[src/rtl/tslot_pkg.sv]
package tslot_pkg;

  typedef enum logic [1:0] {
    SLOT_RD  = 2'd0,
    SLOT_GAP = 2'd1,
    SLOT_WR  = 2'd2
  } slot_kind_e;

endpackage

[src/rtl/tslot_rst_sync.sv]
module tslot_rst_sync (
  input  logic clk,
  input  logic arst_n,
  output logic srst_n
);

  logic [1:0] sync_q;

  always_ff @(posedge clk or negedge arst_n) begin
    if (!arst_n) sync_q <= 2'b00;
    else         sync_q <= {sync_q[0], 1'b1};
  end

  assign srst_n = sync_q[1];

endmodule

[src/rtl/tslot_seq.sv]
module tslot_seq
  import tslot_pkg::*;
#(
  parameter int N_RD = 6,
  parameter int N_WR = 5
) (
  input  logic            clk,
  input  logic            rst_n,
  output slot_kind_e      kind_o,
  output logic [N_RD-1:0] rd_sel_o,
  output logic [N_WR-1:0] wr_sel_o,
  output logic            oe_win_o
);

  localparam int FRAME = N_RD + 1 + N_WR;
  localparam int SW    = $clog2(FRAME);
  localparam int GAP   = N_RD;
  localparam logic [SW-1:0] LAST = SW'(FRAME - 1);

  logic [SW-1:0] slot_q, slot_d;

  always_comb begin
    slot_d = (slot_q == LAST) ? '0 : slot_q + SW'(1);
  end

  always_ff @(posedge clk or negedge rst_n) begin
    if (!rst_n) slot_q <= '0;
    else        slot_q <= slot_d;
  end

  always_comb begin
    if (slot_q < SW'(GAP))       kind_o = SLOT_RD;
    else if (slot_q == SW'(GAP)) kind_o = SLOT_GAP;
    else                         kind_o = SLOT_WR;
  end

  for (genvar i = 0; i < N_RD; i++) begin : g_rsel
    assign rd_sel_o[i] = (slot_q == SW'(i));
  end

  for (genvar j = 0; j < N_WR; j++) begin : g_wsel
    assign wr_sel_o[j] = (slot_q == SW'(GAP + 1 + j));
  end

  assign oe_win_o = (slot_q >= SW'(1)) && (slot_q <= SW'(N_RD));

  // the frame closes after its last slot and restarts at slot 0
  p_frame_wrap_r1: assert property (@(posedge clk) disable iff (!rst_n)
    (slot_q == LAST) |=> (slot_q == '0));

  // at most one owner is selected in any slot
  p_sel_excl_r1: assert property (@(posedge clk) disable iff (!rst_n)
    $onehot0({rd_sel_o, wr_sel_o}));

endmodule

[src/rtl/tslot_req_bank.sv]
module tslot_req_bank #(
  parameter int N  = 6,
  parameter int PW = 16
) (
  input  logic          clk,
  input  logic          rst_n,
  input  logic [N-1:0]  req_i,
  input  logic [N*PW-1:0] pay_i,
  input  logic [N-1:0]  serve_i,
  output logic [N-1:0]  pend_o,
  output logic [N*PW-1:0] pay_o,
  output logic [N-1:0]  done_o
);

  logic [N-1:0]    pend_q, pend_d;
  logic [N-1:0]    done_q, done_d;
  logic [N*PW-1:0] pay_q, pay_d;

  always_comb begin
    pend_d = (pend_q & ~serve_i) | req_i;
    done_d = pend_q & serve_i;
    pay_d  = pay_q;
    for (int i = 0; i < N; i++) begin
      if (req_i[i]) pay_d[i*PW +: PW] = pay_i[i*PW +: PW];
    end
  end

  always_ff @(posedge clk or negedge rst_n) begin
    if (!rst_n) begin
      pend_q <= '0;
      done_q <= '0;
      pay_q  <= '0;
    end else begin
      pend_q <= pend_d;
      done_q <= done_d;
      pay_q  <= pay_d;
    end
  end

  assign pend_o = pend_q;
  assign pay_o  = pay_q;
  assign done_o = done_q;

  for (genvar i = 0; i < N; i++) begin : g_chk
    // a request raised during its own slot stays pending for the next frame
    p_carry_r8: assert property (@(posedge clk) disable iff (!rst_n)
      (req_i[i] && serve_i[i]) |=> pend_q[i]);
    // a served request leaves nothing behind
    p_clear_r3: assert property (@(posedge clk) disable iff (!rst_n)
      (pend_q[i] && serve_i[i] && !req_i[i]) |=> !pend_q[i]);
  end

endmodule

[src/rtl/tslot_rd_return.sv]
module tslot_rd_return #(
  parameter int N   = 6,
  parameter int DW  = 32,
  parameter int PAR = 1
) (
  input  logic            clk,
  input  logic            rst_n,
  input  logic [N-1:0]    take_i,
  input  logic [DW+PAR-1:0] dq_i,
  output logic [N-1:0]    valid_o,
  output logic [DW-1:0]   data_o,
  output logic [N-1:0]    perr_o
);

  logic          bad;
  logic [N-1:0]  valid_q, valid_d;
  logic [N-1:0]  perr_q, perr_d;
  logic [DW-1:0] data_q, data_d;

  if (PAR != 0) begin : g_par
    assign bad = ^dq_i;
  end else begin : g_nopar
    assign bad = 1'b0;
  end

  always_comb begin
    valid_d = take_i;
    perr_d  = take_i & {N{bad}};
    data_d  = (|take_i) ? dq_i[DW-1:0] : data_q;
  end

  always_ff @(posedge clk or negedge rst_n) begin
    if (!rst_n) begin
      valid_q <= '0;
      perr_q  <= '0;
      data_q  <= '0;
    end else begin
      valid_q <= valid_d;
      perr_q  <= perr_d;
      data_q  <= data_d;
    end
  end

  assign valid_o = valid_q;
  assign perr_o  = perr_q;
  assign data_o  = data_q;

  // a reader's strobe never lasts two cycles
  p_valid_single_r6: assert property (@(posedge clk) disable iff (!rst_n)
    (|valid_q) |=> ((valid_q & $past(valid_q)) == '0));

  // an error flag only accompanies a valid strobe
  p_perr_in_valid_r7: assert property (@(posedge clk) disable iff (!rst_n)
    ((perr_q & ~valid_q) == '0));

endmodule

[src/rtl/tslot_sram_ctrl.sv]
module tslot_sram_ctrl
  import tslot_pkg::*;
#(
  parameter int ADDR_W = 16,
  parameter int DATA_W = 32,
  parameter int PAR_EN = 1,
  parameter int N_RD   = 6,
  parameter int N_WR   = 5
) (
  input  logic                     clk,
  input  logic                     rst_n,
  input  logic [N_RD-1:0]          rd_req,
  input  logic [N_RD*ADDR_W-1:0]   rd_addr,
  output logic [N_RD-1:0]          rd_valid,
  output logic [DATA_W-1:0]        rd_data,
  output logic [N_RD-1:0]          rd_perr,
  input  logic [N_WR-1:0]          wr_req,
  input  logic [N_WR*ADDR_W-1:0]   wr_addr,
  input  logic [N_WR*DATA_W-1:0]   wr_data,
  output logic [N_WR-1:0]          wr_done,
  output logic [ADDR_W-1:0]        sram_addr,
  output logic                     sram_adsc_n,
  output logic                     sram_oe_n,
  output logic                     sram_cs_n,
  output logic                     sram_we_n,
  output logic                     sram_dq_oe,
  output logic [DATA_W+PAR_EN-1:0] sram_dq_out,
  input  logic [DATA_W+PAR_EN-1:0] sram_dq_in
);

  localparam int WPW = ADDR_W + DATA_W;

  logic                 rst_n_s;
  slot_kind_e           kind;
  logic [N_RD-1:0]      rd_sel, rd_pend, rd_take;
  logic [N_WR-1:0]      wr_sel, wr_pend;
  logic                 oe_win;
  logic [N_RD*ADDR_W-1:0] rd_pay;
  logic [N_WR*WPW-1:0]  wr_pay_in, wr_pay;
  logic [ADDR_W-1:0]    addr_mux;
  logic [DATA_W-1:0]    wdata_mux;

  tslot_rst_sync u_rst (
    .clk    (clk),
    .arst_n (rst_n),
    .srst_n (rst_n_s)
  );

  tslot_seq #(.N_RD(N_RD), .N_WR(N_WR)) u_seq (
    .clk      (clk),
    .rst_n    (rst_n_s),
    .kind_o   (kind),
    .rd_sel_o (rd_sel),
    .wr_sel_o (wr_sel),
    .oe_win_o (oe_win)
  );

  tslot_req_bank #(.N(N_RD), .PW(ADDR_W)) u_rbank (
    .clk     (clk),
    .rst_n   (rst_n_s),
    .req_i   (rd_req),
    .pay_i   (rd_addr),
    .serve_i (rd_sel),
    .pend_o  (rd_pend),
    .pay_o   (rd_pay),
    .done_o  (rd_take)
  );

  for (genvar j = 0; j < N_WR; j++) begin : g_wpack
    assign wr_pay_in[j*WPW +: WPW] = {wr_data[j*DATA_W +: DATA_W],
                                      wr_addr[j*ADDR_W +: ADDR_W]};
  end

  tslot_req_bank #(.N(N_WR), .PW(WPW)) u_wbank (
    .clk     (clk),
    .rst_n   (rst_n_s),
    .req_i   (wr_req),
    .pay_i   (wr_pay_in),
    .serve_i (wr_sel),
    .pend_o  (wr_pend),
    .pay_o   (wr_pay),
    .done_o  (wr_done)
  );

  tslot_rd_return #(.N(N_RD), .DW(DATA_W), .PAR(PAR_EN)) u_ret (
    .clk     (clk),
    .rst_n   (rst_n_s),
    .take_i  (rd_take),
    .dq_i    (sram_dq_in),
    .valid_o (rd_valid),
    .data_o  (rd_data),
    .perr_o  (rd_perr)
  );

  always_comb begin
    addr_mux  = '0;
    wdata_mux = '0;
    for (int i = 0; i < N_RD; i++) begin
      if (rd_sel[i]) addr_mux = rd_pay[i*ADDR_W +: ADDR_W];
    end
    for (int j = 0; j < N_WR; j++) begin
      if (wr_sel[j]) begin
        addr_mux  = wr_pay[j*WPW +: ADDR_W];
        wdata_mux = wr_pay[j*WPW + ADDR_W +: DATA_W];
      end
    end
  end

  assign sram_addr   = addr_mux;
  assign sram_adsc_n = ~rst_n_s;
  assign sram_oe_n   = ~oe_win;
  assign sram_cs_n   = ~(|(rd_sel & rd_pend) | |(wr_sel & wr_pend));
  assign sram_we_n   = ~(|(wr_sel & wr_pend));
  assign sram_dq_oe  = (kind == SLOT_WR);

  if (PAR_EN != 0) begin : g_wpar
    assign sram_dq_out = {^wdata_mux, wdata_mux};
  end else begin : g_wnopar
    assign sram_dq_out = wdata_mux;
  end

  // a write strobe always comes with chip select and a driven bus
  p_we_with_cs_r4: assert property (@(posedge clk) disable iff (!rst_n_s)
    !sram_we_n |-> (!sram_cs_n && sram_dq_oe));

  // controller and SRAM never drive the bus together
  p_no_contention_r5: assert property (@(posedge clk) disable iff (!rst_n_s)
    sram_dq_oe |-> sram_oe_n);

  // at most one reader is strobed per cycle
  p_valid_onehot_r6: assert property (@(posedge clk) disable iff (!rst_n_s)
    $onehot0(rd_valid));

  // a write completion follows a write strobe
  p_done_after_we_r9: assert property (@(posedge clk) disable iff (!rst_n_s)
    (|wr_done) |-> $past(!sram_we_n));

  // the dummy slot never selects memory
  p_gap_idle_r3: assert property (@(posedge clk) disable iff (!rst_n_s)
    (kind == SLOT_GAP) |-> sram_cs_n);

endmodule

[config.mk]
export PLATFORM = sky130hd
export DESIGN_NAME = tslot_sram_ctrl
export DESIGN_NICKNAME = d
export VERILOG_FILES = /design/src/rtl/tslot_pkg.sv /design/src/rtl/tslot_rst_sync.sv /design/src/rtl/tslot_seq.sv /design/src/rtl/tslot_req_bank.sv /design/src/rtl/tslot_rd_return.sv /design/src/rtl/tslot_sram_ctrl.sv
export SDC_FILE = /design/constraint.sdc
export NUM_CORES = 1
export LEC_CHECK = 0
export ABC_AREA = 1
export BUFFER_PORTS_ARGS = -buffer_cell sky130_fd_sc_hd__buf_2
export CORE_MARGIN = 2
export CORE_UTILIZATION = 45
export CTS_BUF_LIST = sky130_fd_sc_hd__clkbuf_4
export DETAILED_ROUTE_END_ITERATION = 10
export PLACE_DENSITY = 0.81
export SKIP_CTS_REPAIR_TIMING = 1
export SYNTH_ARGS = -nofsm -noshare
export SYNTH_HDL_FRONTEND = slang
export SYNTH_SLANG_ARGS = --single-unit
export TNS_END_PERCENT = 100
[constraint.sdc]
create_clock -name clk -period 24 [get_ports clk]
set_clock_uncertainty 0.2 [all_clocks]
set_input_delay 0 -clock clk [delete_from_list [all_inputs] [get_ports clk]]
set_output_delay 0 -clock clk [all_outputs]
set_load 0.1 [all_outputs]
==> results of run 1 <==
-- cell usage after synthesis (3+ instances only) --
| master | number | share of area (%) |
|---|---|---|
| clkinv_1 | 4 | 0.076 |
| dfrtp_1 | 408 | 52 |
| buf_1 | 9 | 0.17 |
| inv_1 | 262 | 5.0 |
| o2bb2ai_1 | 3 | 0.13 |
| nor2_2 | 4 | 0.13 |
| nand2_1 | 580 | 11 |
| nor2_1 | 88 | 1.7 |
| a21oi_1 | 66 | 1.7 |
| o21ai_1 | 13 | 0.33 |
| buf_4 | 6 | 0.23 |
| a21oi_2 | 11 | 0.49 |
| buf_2 | 21 | 0.53 |
| o21ai_0 | 209 | 5.3 |
| clkbuf_1 | 83 | 1.6 |
| o2111ai_1 | 16 | 0.71 |
| mux2_2 | 208 | 12 |
| nor4_1 | 3 | 0.095 |
| ha_1 | 5 | 0.32 |
| inv_2 | 11 | 0.21 |
| o211ai_1 | 13 | 0.49 |
| nand4_1 | 32 | 1.0 |
| o21bai_1 | 23 | 0.87 |
| xor2_1 | 8 | 0.35 |
| xnor2_1 | 24 | 1.1 |
| nand3_1 | 94 | 2.4 |
-- kinds of logic after synthesis --
kind of cell	share of synthesized area [%]
adder cells (fa/ha/maj)	0.317
multiplexers	11.9
AO/OA/AOI/OAI	10.2
XOR/XNOR	1.42
AND/OR/NAND/NOR	16.6
other	0.0190
buffers and inverters	7.91
flip-flops	51.7
-- metrics by stage --
step | hold slack [ns] | cell area (sq um) | cells | utilization [%]
CTS | -1.38 | 23900 | 3370 | 55.3
detailed placement | -0.412 | 22500 | 3181 | 52.1
global placement | -0.415 | 22500 | 3181 | 52.1
floorplan | -0.496 | 19700 | 2218 | -
==> flow_summary.json, run 1 <==
{
  "synthCells": 2218,
  "h-tree-depth": 3,
  "die_h_um": 213,
  "syn_nets": 2605,
  "syn_area_sq_mm": 0.0197,
  "synth-main-ff-cell": "dfrtp_1",
  "stop_stage": "global routing",
  "pre_cts_slack_ns": 19.24,
  "ctsLongestPathBuffers": 3,
  "cts_made_buffers": 109,
  "dpl.hpwl_um": 46000,
  "initial_utilization_pct": 45.7,
  "yosysWarnings": 0,
  "status": "aborted with a tool error",
  "row_count": 76,
  "place.gp.congestion": 0.928,
  "ys_seq_area_share_pct": 51.7,
  "synth.distinct_cells": 37,
  "port_buffers": 484,
  "grt_max_degree": 98,
  "die_x_um": 213,
  "avgSynthCellArea_sq_um": 8.90,
  "cts.sinks": 408,
  "io_pins": 485,
  "synth_seq_cells": 408,
  "synth_edf_count": 0,
  "root_buffer": "clkbuf_4",
  "synthArstFlopShare_pct": 100,
  "firstError": "[ERROR RSZ-0060] Max buffer count reached."
}
==> run 2: changes to the inputs <==
CORE_UTILIZATION = 30   (was 45)
CTS_BUF_LIST = not set   (was sky130_fd_sc_hd__clkbuf_4)
PLACE_DENSITY = not set   (was 0.81)
PLACE_DENSITY_LB_ADDON = 0.15   (was not set)
==> flow_summary.json, run 2 <==
{
  "place_area_sq_mm": 0.0229,
  "tightest_slew_ns": 1.16,
  "hold_viol_final": 64,
  "synth_top_cell_by_area": "dfrtp_1",
  "root_buffer": "clkbuf_16",
  "syn_area_sq_mm": 0.0197,
  "crit_required_ns": 23.80,
  "dpl.hpwl_um": 52100,
  "grt_first_pass_wirelength_um": 103000,
  "cts_made_buffers": 49,
  "hold_slack_ns": -0.0736,
  "dieArea_sq_mm": 0.0679,
  "synth-main-ff-cell": "dfrtp_1",
  "cp-end-kind": "output pin",
  "violations": "hold timing",
  "die_h_um": 261,
  "nNetsFinal": 3736,
  "avgSynthCellArea_sq_um": 8.90,
  "synth.distinct_cells": 37,
  "port_buffers": 484,
  "fillers": 6184,
  "antenna_found_initial": 3,
  "cp_slowest_cell": "clkinv_1",
  "clock_latency_ns": 0.59,
  "final-seq-area_sq_mm": 0.0102,
  "start_kind": "flop",
  "grt_overflow": 0,
  "setup_viol": 0,
  "power_leakage_nw": 15.1,
  "maxCapViolCount": 0,
  "timing.slew.headroom_pct": 22.7,
  "final_cell_mix": "dlygate4sd3_1 (700), nand2_1 (580), buf_2 (484)",
  "setup.worst_path.class": "reg -> out",
  "fmax_mhz": 175,
  "slew_violations": 0,
  "cts_tree": "built",
  "synthArstFlopShare_pct": 100,
  "rsz0062_at_grt": "no",
  "final_common_cell": "dlygate4sd3_1",
  "synth_seq_cells": 408,
  "clk_pin_slew_ns": 0.06,
  "yosysWarnings": 0,
  "synthCells": 2218,
  "wirelength_um": 77900,
  "cts.sinks": 408,
  "synth_commonest_cells": "nand2_1 (580), dfrtp_1 (408), inv_1 (262)",
  "ant_nets": 0,
  "drc": 0,
  "slowest_delay_ns": 0.91,
  "fin_total_pwr_mw": 1.86,
  "io_pins": 485,
  "clkPwrFrac_pct": 40.7,
  "multiInputGateArea_sq_mm": 0.00798,
  "p_per_area_mw_per_mm2": 59.1,
  "synth.area.top_cells": "dfrtp_1 (52%), mux2_2 (12%), nand2_1 (11%), o21ai_0 (5.3%), inv_1 (5.0%)",
  "synth_top_area_share_pct": 51.7,
  "synth_edf_count": 0,
  "irDropWorstVdd_mv": 0.0536,
  "grt_pass1_vias": 16878,
  "largest_register_ffs": 240,
  "drtPass1Iterations": 5,
  "fin_area_sq_mm": 0.0315,
  "drt_iter0_markers": 1172,
  "fin_crit_sh_pct": 23.8,
  "cp_common_cell": "nand2_1",
  "switching_share_pct": 27.0,
  "p_int_mw": 1.36,
  "place.gp.congestion": 0.881,
  "fin_crit_ns": 5.70,
  "p_seq_share_pct": 41.4,
  "status": "finished with violations",
  "p_comb_share_pct": 17.8,
  "drive_gt1_share_pct": 24.3,
  "coreArea_sq_mm": 0.0655,
  "wl_per_cell_um": 18.3,
  "synth_most_common_cell": "nand2_1",
  "hp-class": "in -> reg",
  "grt_max_degree": 170,
  "num_vias": 19690,
  "gr-usage-all-layers_pct": 20.1,
  "arrival_ns": 5.50,
  "row_count": 94,
  "viasPerCell": 4.63,
  "area_growth_pct": 59.7,
  "p_sw_uw": 503,
  "ys_seq_area_share_pct": 51.7,
  "initial_utilization_pct": 30.1,
  "fin_tns_setup_ns": 0,
  "syn_nets": 2605,
  "path_max_fanout": 34,
  "path_cells": "inv_2 > nand2_1 > nor2_1 > clkinv_1 > o2111ai_1 > o21ai_1 > o21bai_1 > nand2_1 > nand2_1 > nand2_1 > nand2_1 > buf_2",
  "die_x_um": 261,
  "ctsLongestPathBuffers": 3,
  "utilization_pct": 48.1,
  "h-tree-depth": 2
}
run 2: cell counts after synthesis:
No cell type changed its count.
run 2: power groups by stage:
stage | sequential (mW) | combinational, mW | clock [mW]
5_1_grt | 0.779 | 0.360 | 0.807
3_5_place_dp | 0.785 | 0.228 | 0
2_1_floorplan | 0.805 | 0.118 | 0
6_report | 0.773 | 0.332 | 0.759
4_1_cts | 0.772 | 0.229 | 0.779
3_3_place_gp | 0.783 | 0.226 | 0
run 2: cells by family after synthesis:
family          count (synthesis)  share of synthesized area (%)
xor+xnor                       32                           1.42
other cells                     1                         0.0190
buf+inv                       399                           7.91
flops                         408                           51.7
compound gates                358                           10.2
mux                           208                           11.9
simple gates                  807                           16.6
fa+ha+maj                       5                          0.317
run 2: routing by layer:
metal / global-route usage, % / routed length [um]
met4: 6.86 / 2530
met3: 3.28 / 3460
met2: 33.7 / 38700
met5: 0 / 0
met1: 26.4 / 33200
run 2: worst paths after layout:
kind                                           startpoint                             to  slack (ns)  cells past startpoint
worst min register to register  u_rst.sync_q[0]$_DFF_PN0_      u_rst.sync_q[1]$_DFF_PN0_        0.15                      0
min in group asynchronous                           rst_n      u_rst.sync_q[1]$_DFF_PN0_        0.08                      3
worst max-delay path            u_seq.slot_q[3]$_DFF_PN0_                  sram_addr[12]       18.30                     12
max in group asynchronous       u_rst.sync_q[1]$_DFF_PN0_  u_rbank.pay_o[38]$_DFFE_PN0P_       21.97                      1
worst min-delay path                            rd_req[4]    u_rbank.pend_o[4]$_DFF_PN0_       -0.07                      3
worst max register to register  u_seq.slot_q[3]$_DFF_PN0_    u_rbank.done_o[3]$_DFF_PN0_       20.23                      5
run 2: final cells by class:
type / instances / share of cell area, %
clock inverter: 16 / 0.595
clock buffer: 73 / 4.59
antenna: 4 / 0.0317
sequential: 408 / 32.4
tap: 864 / 3.43
inverter: 277 / 3.30
multi-input combinational: 1411 / 25.3
timing repair buffer: 1202 / 30.4
run 2: worst max-delay path: cells and delay by family, from the launching register on:
kind | cells | cell delay, ns
buffers and inverters | 3 | 1.83
AOI/OAI and AO/OA | 3 | 1.33
and+or+nand+nor | 6 | 0.92
DFF | 1 | 0.81
run 2: metrics by stage:
stage	instances	setup WS (ns)
floorplan	2218	10.53
global placement	3462	18.80
detailed placement	3462	18.81
CTS	3551	18.16
global route	4253	17.82
finish	4255	18.30
(Power assumes the default switching activity.)
==> run 3: changes to the inputs <==
clock period = 5.4 ns   (was 24 ns; I/O delays follow)
==> flow_summary.json, run 3 <==
{
  "syn_area_sq_mm": 0.0197,
  "grt_repair_worst_endpoint": "sram_addr[9]",
  "synthCells": 2218,
  "ys_seq_area_share_pct": 51.7,
  "firstError": "[ERROR RSZ-0060] Max buffer count reached.",
  "status": "aborted with a tool error",
  "cts.sinks": 408,
  "synth_most_common_cell": "nand2_1",
  "synth_commonest_cells": "nand2_1 (580), dfrtp_1 (408), inv_1 (262)",
  "synth_top_area_share_pct": 51.7,
  "root_buffer": "clkbuf_16",
  "die_h_um": 261,
  "synth_top_cell_by_area": "dfrtp_1",
  "h-tree-depth": 2,
  "synth.distinct_cells": 37,
  "pre_cts_slack_ns": 0.834,
  "port_buffers": 484,
  "synth.area.top_cells": "dfrtp_1 (52%), mux2_2 (12%), nand2_1 (11%), o21ai_0 (5.3%), inv_1 (5.0%)",
  "synth_seq_cells": 408,
  "stop_stage": "global routing",
  "io_pins": 485,
  "initial_utilization_pct": 30.1,
  "avgSynthCellArea_sq_um": 8.90,
  "place.gp.congestion": 0.858,
  "cts_made_buffers": 49,
  "worst_endpoint_kind": "output port",
  "dpl.hpwl_um": 52500,
  "row_count": 94,
  "die_x_um": 261,
  "syn_nets": 2605,
  "synth_edf_count": 0,
  "grt_max_degree": 164,
  "ctsLongestPathBuffers": 3,
  "synthArstFlopShare_pct": 100,
  "yosysWarnings": 0,
  "synth-main-ff-cell": "dfrtp_1"
}
==> run 3: cell counts after synthesis <==
Identical to the previous run, type by type.
==> run 3: cells by family after synthesis <==
family          Yosys count  share of synthesized area [%]
flops                   408                           51.7
other cells               1                         0.0190
simple gates            807                           16.6
compound gates          358                           10.2
fa+ha+maj                 5                          0.317
buf+inv                 399                           7.91
mux                     208                           11.9
xor+xnor                 32                           1.42
==> run 3: stage by stage <==
stage | instances | area [sq um]
2_1_floorplan | 2218 | 19800
3_3_place_gp | 3466 | 22900
3_5_place_dp | 3466 | 22900
4_1_cts | 3553 | 24700
